<file path="config.mk">
export PLATFORM = sky130hd
export DESIGN_NAME = bus_owner_arb
export DESIGN_NICKNAME = d
export VERILOG_FILES = /design/src/rtl/arb_pkg.sv /design/src/rtl/arb_req_sample.sv /design/src/rtl/arb_seq.sv /design/src/rtl/arb_grant.sv /design/src/rtl/bus_owner_arb.sv
export SDC_FILE = /design/constraint.sdc
export NUM_CORES = 1
export LEC_CHECK = 0
export BUFFER_PORTS_ARGS = -buffer_cell sky130_fd_sc_hd__buf_2
export CAP_MARGIN = 20
export CELL_PAD_IN_SITES_DETAIL_PLACEMENT = 1
export CELL_PAD_IN_SITES_GLOBAL_PLACEMENT = 2
export CORE_AREA = 2 2 39 41
export CTS_BUF_LIST = sky130_fd_sc_hd__clkbuf_4 sky130_fd_sc_hd__clkbuf_8
export CTS_CLUSTER_DIAMETER = 100
export DETAILED_ROUTE_END_ITERATION = 8
export DIE_AREA = 0 0 41 43
export PLACE_DENSITY_LB_ADDON = 0.1
export SLEW_MARGIN = 40
export SYNTH_ARGS = -nofsm -noshare
export SYNTH_HDL_FRONTEND = slang
export SYNTH_SLANG_ARGS = --single-unit
</file>
<file path="constraint.sdc">
create_clock -name clk -period 2.7 [get_ports clk]
set_clock_uncertainty 0.05 [all_clocks]
set_input_delay 0.54 -clock clk [delete_from_list [all_inputs] [get_ports clk]]
set_output_delay 0.54 -clock clk [all_outputs]
set_load 0.02 [all_outputs]
</file>
<file path="src/rtl/arb_pkg.sv">
// Shared types for the bus owner arbiter.
package arb_pkg;
    // Ownership sequence states advanced on the rising edge.
    typedef enum logic [2:0] {
        ST_OWN  = 3'd0,  // bus owned and driven
        ST_REL  = 3'd1,  // outputs released, grant not yet given
        ST_AWAY = 3'd2,  // bus granted to the other device
        ST_RET1 = 3'd3,  // withdrawal seen, first half of recovery
        ST_RET2 = 3'd4   // strobes driven high, grant still out
    } arb_state_e;
endpackage

</file>
<file path="src/rtl/arb_req_sample.sv">
// Samples the active-low request on the falling clock edge.
// Assumes req_n is stable around the falling edge (synchronous to clk).
module arb_req_sample (
    input  logic clk,
    input  logic rst_n,
    input  logic req_n,
    output logic req_seen
);
    // Falling-edge capture of the request, stored active high.
    always_ff @(negedge clk) begin
        if (!rst_n) req_seen <= 1'b0;
        else        req_seen <= ~req_n;
    end
endmodule

</file>
<file path="src/rtl/arb_seq.sv">
// Rising-edge sequencer: release, recovery, refresh priority and the hold
// that follows a hand-back. Assumes req_seen comes from a falling-edge register.
module arb_seq
    import arb_pkg::*;
#(
    parameter int MIN_OWN = 2
) (
    input  logic       clk,
    input  logic       rst_n,
    input  logic       req_seen,
    input  logic       rfsh_pend,
    output arb_state_e state,
    output logic       strb_oe,
    output logic       addr_oe,
    output logic       rfsh_go,
    output logic       pend_q
);
    localparam int HW = $clog2(MIN_OWN + 1);

    arb_state_e    nxt;
    logic          take;
    logic          pend_any;
    logic [HW-1:0] hold_cnt;

    assign pend_any = pend_q | rfsh_pend;

    // Next-state choice; refresh beats lending, hold blocks lending.
    always_comb begin
        nxt  = state;
        take = 1'b0;
        unique case (state)
            ST_OWN: begin
                if (pend_any)                       take = 1'b1;
                else if (hold_cnt == '0 && req_seen) nxt = ST_REL;
            end
            ST_REL:  nxt = ST_AWAY;
            ST_AWAY: if (!req_seen) nxt = ST_RET1;
            ST_RET1: nxt = ST_RET2;
            ST_RET2: begin
                nxt  = ST_OWN;
                take = pend_any;
            end
            default: nxt = ST_OWN;
        endcase
    end

    // State, registered drive enables and refresh bookkeeping.
    always_ff @(posedge clk) begin
        if (!rst_n) begin
            state    <= ST_OWN;
            strb_oe  <= 1'b1;
            addr_oe  <= 1'b1;
            rfsh_go  <= 1'b0;
            pend_q   <= 1'b0;
            hold_cnt <= '0;
        end else begin
            state   <= nxt;
            strb_oe <= (nxt == ST_OWN) || (nxt == ST_RET2);
            addr_oe <= (nxt == ST_OWN);
            rfsh_go <= take;
            pend_q  <= pend_any & ~take;
            if (state == ST_RET2)
                hold_cnt <= HW'(MIN_OWN - 1);
            else if (state == ST_OWN && hold_cnt != '0)
                hold_cnt <= hold_cnt - 1'b1;
        end
    end

    // the refresh strobe only fires while addresses are driven.
    p_go_on_drive_r8: assert property (@(posedge clk) disable iff (!rst_n)
        rfsh_go |-> addr_oe);

    // strobes come back two rising edges after withdrawal was captured.
    p_strb_late_r4: assert property (@(posedge clk) disable iff (!rst_n)
        $rose(strb_oe) |-> !$past(req_seen, 2));
endmodule

</file>
<file path="src/rtl/arb_grant.sv">
// Falling-edge grant driver: asserts after release, negates after strobes return.
// Assumes state is updated on the rising edge by the sequencer.
module arb_grant
    import arb_pkg::*;
(
    input  logic       clk,
    input  logic       rst_n,
    input  arb_state_e state,
    output logic       gnt_n
);
    // Half-cycle-offset grant update.
    always_ff @(negedge clk) begin
        if (!rst_n)                gnt_n <= 1'b1;
        else if (state == ST_REL)  gnt_n <= 1'b0;
        else if (state == ST_RET2) gnt_n <= 1'b1;
    end

    // grant is only negated once strobes are back (RET2 reached).
    p_gnt_neg_r5: assert property (@(negedge clk) disable iff (!rst_n)
        $rose(gnt_n) |-> $past(state) == ST_RET2);
endmodule

</file>
<file path="src/rtl/bus_owner_arb.sv">
// Owner-side arbiter for a two-device shared external bus.
// Lends the bus on an active-low request, reclaims it on a fixed two-edge
// timeline and pushes the borrower off when a refresh is due.
// Assumes req_n and rfsh_pend are synchronous to clk.
module bus_owner_arb #(
    parameter int MIN_OWN = 2
) (
    input  logic clk,
    input  logic rst_n,
    input  logic req_n,
    input  logic rfsh_pend,
    output logic gnt_n,
    output logic rfsh_ask_n,
    output logic strb_oe,
    output logic addr_oe,
    output logic rfsh_go
);
    import arb_pkg::*;

    localparam int RW = $clog2(MIN_OWN + 1);

    logic       req_seen;
    logic       pend_q;
    arb_state_e state;

    arb_req_sample u_req (
        .clk      (clk),
        .rst_n    (rst_n),
        .req_n    (req_n),
        .req_seen (req_seen)
    );

    arb_seq #(.MIN_OWN(MIN_OWN)) u_seq (
        .clk       (clk),
        .rst_n     (rst_n),
        .req_seen  (req_seen),
        .rfsh_pend (rfsh_pend),
        .state     (state),
        .strb_oe   (strb_oe),
        .addr_oe   (addr_oe),
        .rfsh_go   (rfsh_go),
        .pend_q    (pend_q)
    );

    arb_grant u_gnt (
        .clk   (clk),
        .rst_n (rst_n),
        .state (state),
        .gnt_n (gnt_n)
    );

    // Ask for the bus back while a refresh waits and the bus is lent out.
    assign rfsh_ask_n = ~(pend_q & ~gnt_n);

    // never granted while addresses are still driven.
    p_gnt_addr_off_r3: assert property (@(posedge clk) disable iff (!rst_n)
        !gnt_n |-> !addr_oe);

    // grant appears only after strobes were released.
    p_gnt_strb_off_r3: assert property (@(negedge clk) disable iff (!rst_n)
        $fell(gnt_n) |-> !strb_oe);

    // addresses return after strobes and after the grant is negated.
    p_addr_after_strb_r6: assert property (@(posedge clk) disable iff (!rst_n)
        $rose(addr_oe) |-> ($past(strb_oe) && gnt_n));

    // the ask is only withdrawn together with the grant.
    p_ask_drop_r7: assert property (@(posedge clk) disable iff (!rst_n)
        $rose(rfsh_ask_n) |-> gnt_n);

    // Checker counter: rising edges seen with addresses driven (saturating).
    logic [RW-1:0] up_run;
    always_ff @(posedge clk) begin
        if (!rst_n)                            up_run <= RW'(MIN_OWN);
        else if (!addr_oe)                     up_run <= '0;
        else if (up_run < RW'(MIN_OWN))        up_run <= up_run + 1'b1;
    end

    // a release follows at least MIN_OWN owned rising edges.
    p_min_own_r9: assert property (@(posedge clk) disable iff (!rst_n)
        $fell(addr_oe) |-> (up_run >= RW'(MIN_OWN)));
endmodule

</file>
-- After elaboration in Yosys (flattened, before gate mapping)
Index checks and enable logic that the tools add are counted.
- bits in registers: 11
- input bits: 4
- output and inout port bits: 5
- word-level logic and storage cells: 43
- $add $sub $neg: 1
- equal/unequal tests: 5
- mux-type cells: 10
- bitwise logic cells: 8
- reductions and logical operators: 10
- operators by type and width (kind ; count):
    $pmux W3 S4 ; 1
    $mux W3 ; 3
    $eq A3 B2 Y1 const B ; 2
    $eq A3 B3 Y1 const B ; 2
    $logic_not A3 Y1 ; 2
    $reduce_bool A2 Y1 ; 3
    $mux W1 ; 5
    $not A1 Y1 ; 5
    $eq A3 B1 Y1 const B ; 1
    $and A1 B1 Y1 ; 2
    $logic_and A1 B1 Y1 ; 2
    $logic_not A2 Y1 ; 1
    $pmux W1 S2 ; 1
    $reduce_or A2 Y1 ; 1
    $sub A2 B1 Y2 const B ; 1
    $logic_or A1 B1 Y1 ; 1
    $or A1 B1 Y1 ; 1

-- Depth between registers and ports, before layout
Gate-level depths: netlist of run 1.
- depth in word-level cells: 7
- depth in mapped cells: 5
- mapped depth without buffers: 5

-- By module
From an unflattened synthesis of run 1, not the netlist that was laid out.
- cells, all modules: 47
- area, all modules: 436.7 µm²
- modules (own cells, without submodules) (module ; instances ; cells an instance ; area each (µm²) ; sequential area each (µm²)):
    arb_seq ; 1 ; 36 ; 345.3 ; 180.2
    arb_grant ; 1 ; 7 ; 47.5 ; 20.0
    arb_req_sample ; 1 ; 3 ; 37.5 ; 20.0
    bus_owner_arb ; 1 ; 1 ; 6.3 ; 0.0

==> results of run 1 <==
layer usage:
| layer | share of wire, % | vias to the layer above | global-route usage (%) |
|---|---|---|---|
| met5 | 0 | - | 0 |
| met4 | 4.0 | 0 | 12.0 |
| met3 | 5.3 | 5 | 3.14 |
| met2 | 55 | 11 | 21.3 |
| met1 | 36 | 164 | 12.1 |
| li1 | - | 173 | - |
worst min path at each step:
| stage | start | to | slack [ps] | cells past startpoint |
|---|---|---|---|---|
| after global routing | u_seq.hold_cnt[0] | u_seq.hold_cnt[0] | 490 | 2 |
| after detailed placement | u_seq.hold_cnt[0] | u_seq.hold_cnt[0] | 450 | 2 |
| final | u_seq.hold_cnt[0] | u_seq.hold_cnt[0] | 460 | 2 |
| after CTS | u_seq.hold_cnt[0] | u_seq.hold_cnt[0] | 460 | 2 |
| after floorplan | u_seq.hold_cnt[0] | u_seq.hold_cnt[0] | 410 | 2 |
| after global placement | u_seq.hold_cnt[0] | u_seq.hold_cnt[0] | 420 | 2 |
area by class of cell:
type	instances	area [sq um]	area share, %
Sequential cell	11	221	41.4
Multi-Input combinational cell	27	181	33.9
Timing Repair Buffer	10	67.6	12.6
Clock buffer	3	22.5	4.21
Tap cell	16	20.0	3.74
Clock inverter	3	11.3	2.10
Inverter	3	11.3	2.10
sequential cells by signal (all words and copies together) (netlist names):
register and flops:
u_seq.strb_oe 1, u_gnt.gnt_n 1, u_seq.hold_cnt 2, u_seq.pend_q 1, u_seq.state 3, u_seq.rfsh_go 1
u_req.req_seen 1, u_seq.addr_oe 1
cell families after synthesis:
group	Yosys count	share of synthesized area [%]
simple gates	16	23.2
compound gates	10	16.2
fa+ha+maj	1	3.06
flops	11	53.8
buf+inv	4	3.67
critical path: cells and delay by family (launching register included):
family | cells | cell delay [ps]
buffers and inverters | 1 | 120
and+or+nand+nor | 1 | 130
DFF | 1 | 310
cells in the final DEF, fill, tap and decap left out, types with 2 or more instances in the layout:
cell	synthesis	layout
buf_2	0	6
inv_1	4	5
nor2_1	4	4
o21ai_0	3	3
buf_6	0	2
a21oi_1	2	2
a21boi_0	2	2
nand2b_1	4	3
clkbuf_4	0	3
dfxtp_1	11	10
buf_4	0	2
nor2b_1	2	2
stage by stage:
step / std cells / hold WS, ps / utilization (%) / power (mW) / cell area, sq um
after floorplan: 42 / 408 / - / 0.272 / 409
final: 73 / 458 / 38.7 / 0.425 / 536
after global placement: 66 / 422 / 33.9 / 0.294 / 469
after detailed placement: 66 / 452 / 33.9 / 0.301 / 469
after CTS: 73 / 462 / 38.7 / 0.427 / 536
after global routing: 73 / 486 / 38.7 / 0.454 / 536
report_power, final:
group          leakage, nW  switching [mW]  total [mW]  internal (mW)
clock network       0.0260          0.0683       0.126         0.0575
logic                0.112          0.0542      0.0996         0.0454
registers           0.0897          0.0142       0.200          0.186
repair_timing:
action,CTS,global route
resized for setup,6,0
pin swaps,0,0
endpoints found under the setup margin,2,2
setup buffers,2,0
==> run summary, run 1 <==
Layout cells sized above 1 - 29.8%
Drt wl/cell - 12.6 microns
Inserted Diodes - 0
Slew @ Worst Pin - 347 ps
Cts hold-fix bufs - 0
Setup TNS - -277 ps
Initial antenna violation count - 0
Share of the synthesized area in the top cell type - 53.8%
Post-synthesis async set-or-reset flop share - 0%
Worst vdd ir - 0.287 mV
Max transition margin - 76.7%
Antenna Nets Post-Route - 0
R2r setup slk - 190 ps
Initial Util - 29.6%
Via density - 4.84
CP startpoint kind - flip-flop
Worst EP arrival - 2250 ps
Layout fillers - 173
Row count - 14
Most frequent cell after synthesis - dfxtp_1
Critical path capture point - rfsh_ask_n
Pre-antenna DRT Iters - 4
DIE AREA - 0.00176 sq mm
CP required - 2110 ps
EDFF count, synth - 0
Ys Warns - 0
Cell variety after synth - 18
RSZ-0062 raised after global routing - yes
Outcome - finished with violations
Worst Path Max Fanout - 3
Syn_nets - 47
Crit path largest cell delay - 310 ps
Top cells by area, synth - dfxtp_1 54%, nand2b_1 6.1%, o21ai_0 3.7%, a21boi_0 3.7%, inv_1 3.7%
Failing checks - negative setup slack
Initial DRC Count - 5
Final WS setup - -143 ps
H-tree depth - 1
Worst skew pair latency - 340 ps
Crit path cell chain - nand2b_4, buf_6
Reg2Reg Capture Point - u_seq.state[0]
Fin. Hold Viols - 0
Die Y - 43 microns
IO Port Bufs - 8
Placed wire-length estimate - 666 microns
P_leak - 0.228 nW
Most used DFF post-synth - dfxtp_1
Worst R2R Start - u_req.req_seen
Vias - 353
Syn_area_per_cell - 9.74 sq um
CP endpoint kind - primary output
HP Class - flip-flop to flip-flop
CTS Buffer Depth - 2
Largest net degree at the start of global routing - 8
Mapped Area - 409 sq um
CTS tree - done
DRC viols - 0
Final Setup Violations - 2
GP Congestion - 0.676
Core region area - 0.00138 sq mm
Clock sinks - 11
Max Slew Vio Count - 0
Critical path class - flip-flop to primary output
Power density over the cells - 794 mW/mm^2
Vias in the first global route - 379
Synth top cells by count - 11 x dfxtp_1, 4 x inv_1, 4 x nand2b_1, 4 x nor2_1, 3 x o21ai_0
Setup WS pre-CTS - 146 ps
First-pass GRT wire length - 1.46 mm
Clock root cell - clkbuf_4
Die Span X - 41 microns
Synth Instances - 42
Worst-path clk slew - 70 ps
Layout net count - 63
Crit path from - u_gnt.gnt_n
Cell taking the most area after synthesis - dfxtp_1
Max-cap viol count - 0
Reg2Reg Depth - 3
Global route total overflow - 0
Area growth syn-to-layout - 30.9%
GRT Util Overall - 13.0%
Max stage delay cell, worst path - dfxtp_2
Seq cells post-synth - 11
# IOs - 9
Final wirelength - 918 microns
CTS buffer count - 3
Post-synthesis sequential area ratio - 53.8%
Power figures use the tool's default switching activity.
==> run 2: changes to the inputs <==
--- a/config.mk
+++ b/config.mk
@@ -5,7 +5,7 @@
 export SDC_FILE = /design/constraint.sdc
 export NUM_CORES = 1
 export LEC_CHECK = 0
-export BUFFER_PORTS_ARGS = -buffer_cell sky130_fd_sc_hd__buf_2
+export BUFFER_PORTS_ARGS = -buffer_cell sky130_fd_sc_hd__clkbuf_2
 export CAP_MARGIN = 20
 export CELL_PAD_IN_SITES_DETAIL_PLACEMENT = 1
 export CELL_PAD_IN_SITES_GLOBAL_PLACEMENT = 2
==> run 2 against run 1 <==
  * The run still ends with negative setup slack left
  * Hold slack worse by 0.74 ps
  * Global-route usage down 0.10 points
  * Clock-buffer cell count unchanged
  * Register-to-register slack better by 20 ps
  * Critical path depth unchanged
  * Design area down 2.8%
  * Core utilization down 1.1 points
  * First-iteration DRC count up 40%
  * Sequential power about the same
  * Non-clock buffer count down 2
  * Wire length down 5.4%
  * Via count down 2.3%
  * Critical endpoint unchanged
  * Highest routed layer unchanged
==> run summary, run 2 (same netlist as run 1, synthesis figures left out) <==
Die Span X - 41 microns (unchanged)
Final core utilization - 37.6% (-1.1 points)
Cts hold-fix bufs - 0 (unchanged)
Worst vdd ir - 0.262 mV (-8.6%)
Layout net count - 61 (-3.2%)
Layout cells sized above 1 - 27.3% (-2.6 points)
Biggest regs - u_seq.state: 3 flops, u_seq.hold_cnt: 2 flops
DIE AREA - 0.00176 sq mm (unchanged)
Post-CTS Setup Bufs - 0 (-2)
Total Power - 0.413 mW (-2.9%)
First-pass GRT wire length - 1.49 mm (+1.9%)
Max-cap viol count - 0 (unchanged)
Layout fillers - 175 (+1.2%)
Initial Util - 29.6% (unchanged)
Placed Cells - 66 (unchanged)
Most common cell after layout, fill and taps aside - dfxtp_1
Worst EP arrival - 2270 ps (+20 ps)
Setup WS pre-CTS - 125 ps (-21.1 ps)
Worst skew pair latency - 330 ps (about the same)
Inserted Diodes - 0 (unchanged)
Footprint of the multi-input gates - 181 sq um (unchanged)
Max FFs per register - 3 (unchanged)
Antenna Nets Post-Route - 0 (unchanged)
Worst-path clk slew - 60 ps (about the same)
Seq. cell area - 221 sq um (unchanged)
Hold WS - 457 ps (-0.740 ps)
Max Slew Vio Count - 0 (unchanged)
P_leak - 0.222 nW (-2.5%)
Power density over the cells - 794 mW/mm^2 (about the same)
Worst Hold Depth - 2 (unchanged)
CP required - 2110 ps (about the same)
Row count - 14 (unchanged)
Clock root cell - clkbuf_4
RSZ-0062 raised after global routing - yes
Largest net degree at the start of global routing - 8 (unchanged)
Clock sinks - 11 (unchanged)
CTS buffer count - 3 (unchanged)
Drt wl/cell - 12.2 microns (-2.8%)
Die Y - 43 microns (unchanged)
Vias in the first global route - 388 (+2.4%)
Initial antenna violation count - 0 (unchanged)
Vias - 345 (-2.3%)
Final cell count without fillers - 71 (-2.7%)
Reg2Reg Depth - 3 (unchanged)
Max transition margin - 73.4% (-3.2 points)
Global route total overflow - 0 (unchanged)
IO Port Bufs - 8 (unchanged)
GRT Util Overall - 12.9% (-0.10 points)
Via density - 4.86 (+0.49%)
Initial DRC Count - 7 (+2)
CTS Buffer Depth - 2 (unchanged)
CP endpoint kind - primary output
Worst Path Max Fanout - 4 (+1)
GP Congestion - 0.676 (about the same)
Core region area - 0.00138 sq mm (unchanged)
Placed wire-length estimate - 673 microns (+1.1%)
Critical path class - flip-flop to primary output
Final Setup Violations - 2 (unchanged)
DRC viols - 0 (unchanged)
Final wirelength - 868 microns (-5.4%)
CP startpoint kind - flip-flop
Pre-antenna DRT Iters - 4 (unchanged)
Fin. Hold Viols - 0 (unchanged)
# IOs - 9 (unchanged)
H-tree depth - 1 (unchanged)
Most frequent cells in the layout - 10 x dfxtp_1, 6 x clkbuf_2, 5 x inv_1
CTS tree - done
HP Class - flip-flop to flip-flop
Failing checks - negative setup slack
Outcome - finished with violations
Biggest register - u_seq.state
Final WS setup - -158 ps (-15.4 ps)
Area growth syn-to-layout - 27.2%
Slew @ Worst Pin - 395 ps (+48.0 ps)
==> run 2: timing repair <==
item,CTS,global route
endpoints found under the setup margin,2,2
endpoints found under the hold margin,0,0
resized for setup,5,1
==> run 2: path summary, 6_finish.rpt <==
path / startpoint / slack, ps / to
max: u_gnt.gnt_n / -160 / rfsh_ask_n
min: u_seq.hold_cnt[0] / 460 / u_seq.hold_cnt[0]
max reg2reg: u_req.req_seen / 210 / u_seq.state[0]
min reg2reg: u_seq.hold_cnt[0] / 460 / u_seq.hold_cnt[0]
==> run 2: area by class of cell <==
type | count | share of cell area [%]
inverter | 3 | 2.16
timing repair buffer | 8 | 10.1
sequential | 11 | 42.5
clock inverter | 3 | 2.16
clock buffer | 3 | 4.33
tap | 16 | 3.85
multi-input combinational | 27 | 34.9
==> run 2: power breakdown <==
group	internal, mW	switching, mW	leakage [nW]	total (mW)
Sequential	0.186	0.0149	0.0897	0.201
Combinational	0.0398	0.0531	0.107	0.0929
Clock	0.0574	0.0622	0.0260	0.120
Total	0.283	0.130	0.222	0.413
==> run 2: critical path, stage by stage, from the launching register on <==
cell	delay, ps
dfxtp_2	320
nand2b_4	140
buf_8	120
==> run 2: per-stage QoR <==
stage | TNS [ps] | instance area, sq um
floorplan | 0 | 409
global placement | 0 | 469
detailed placement | 0 | 469
CTS | -254 | 519
global route | -281 | 520
finish | -240 | 520
==> run 2: metal layers <==
metal  vias up  global-route usage [%]  wire (microns)
li1        171                       -               -
met1       164                    12.1             318
met2         8                    22.8             486
met3         2                    3.14              40
met4         0                    8.00              22
met5         -                       0               0
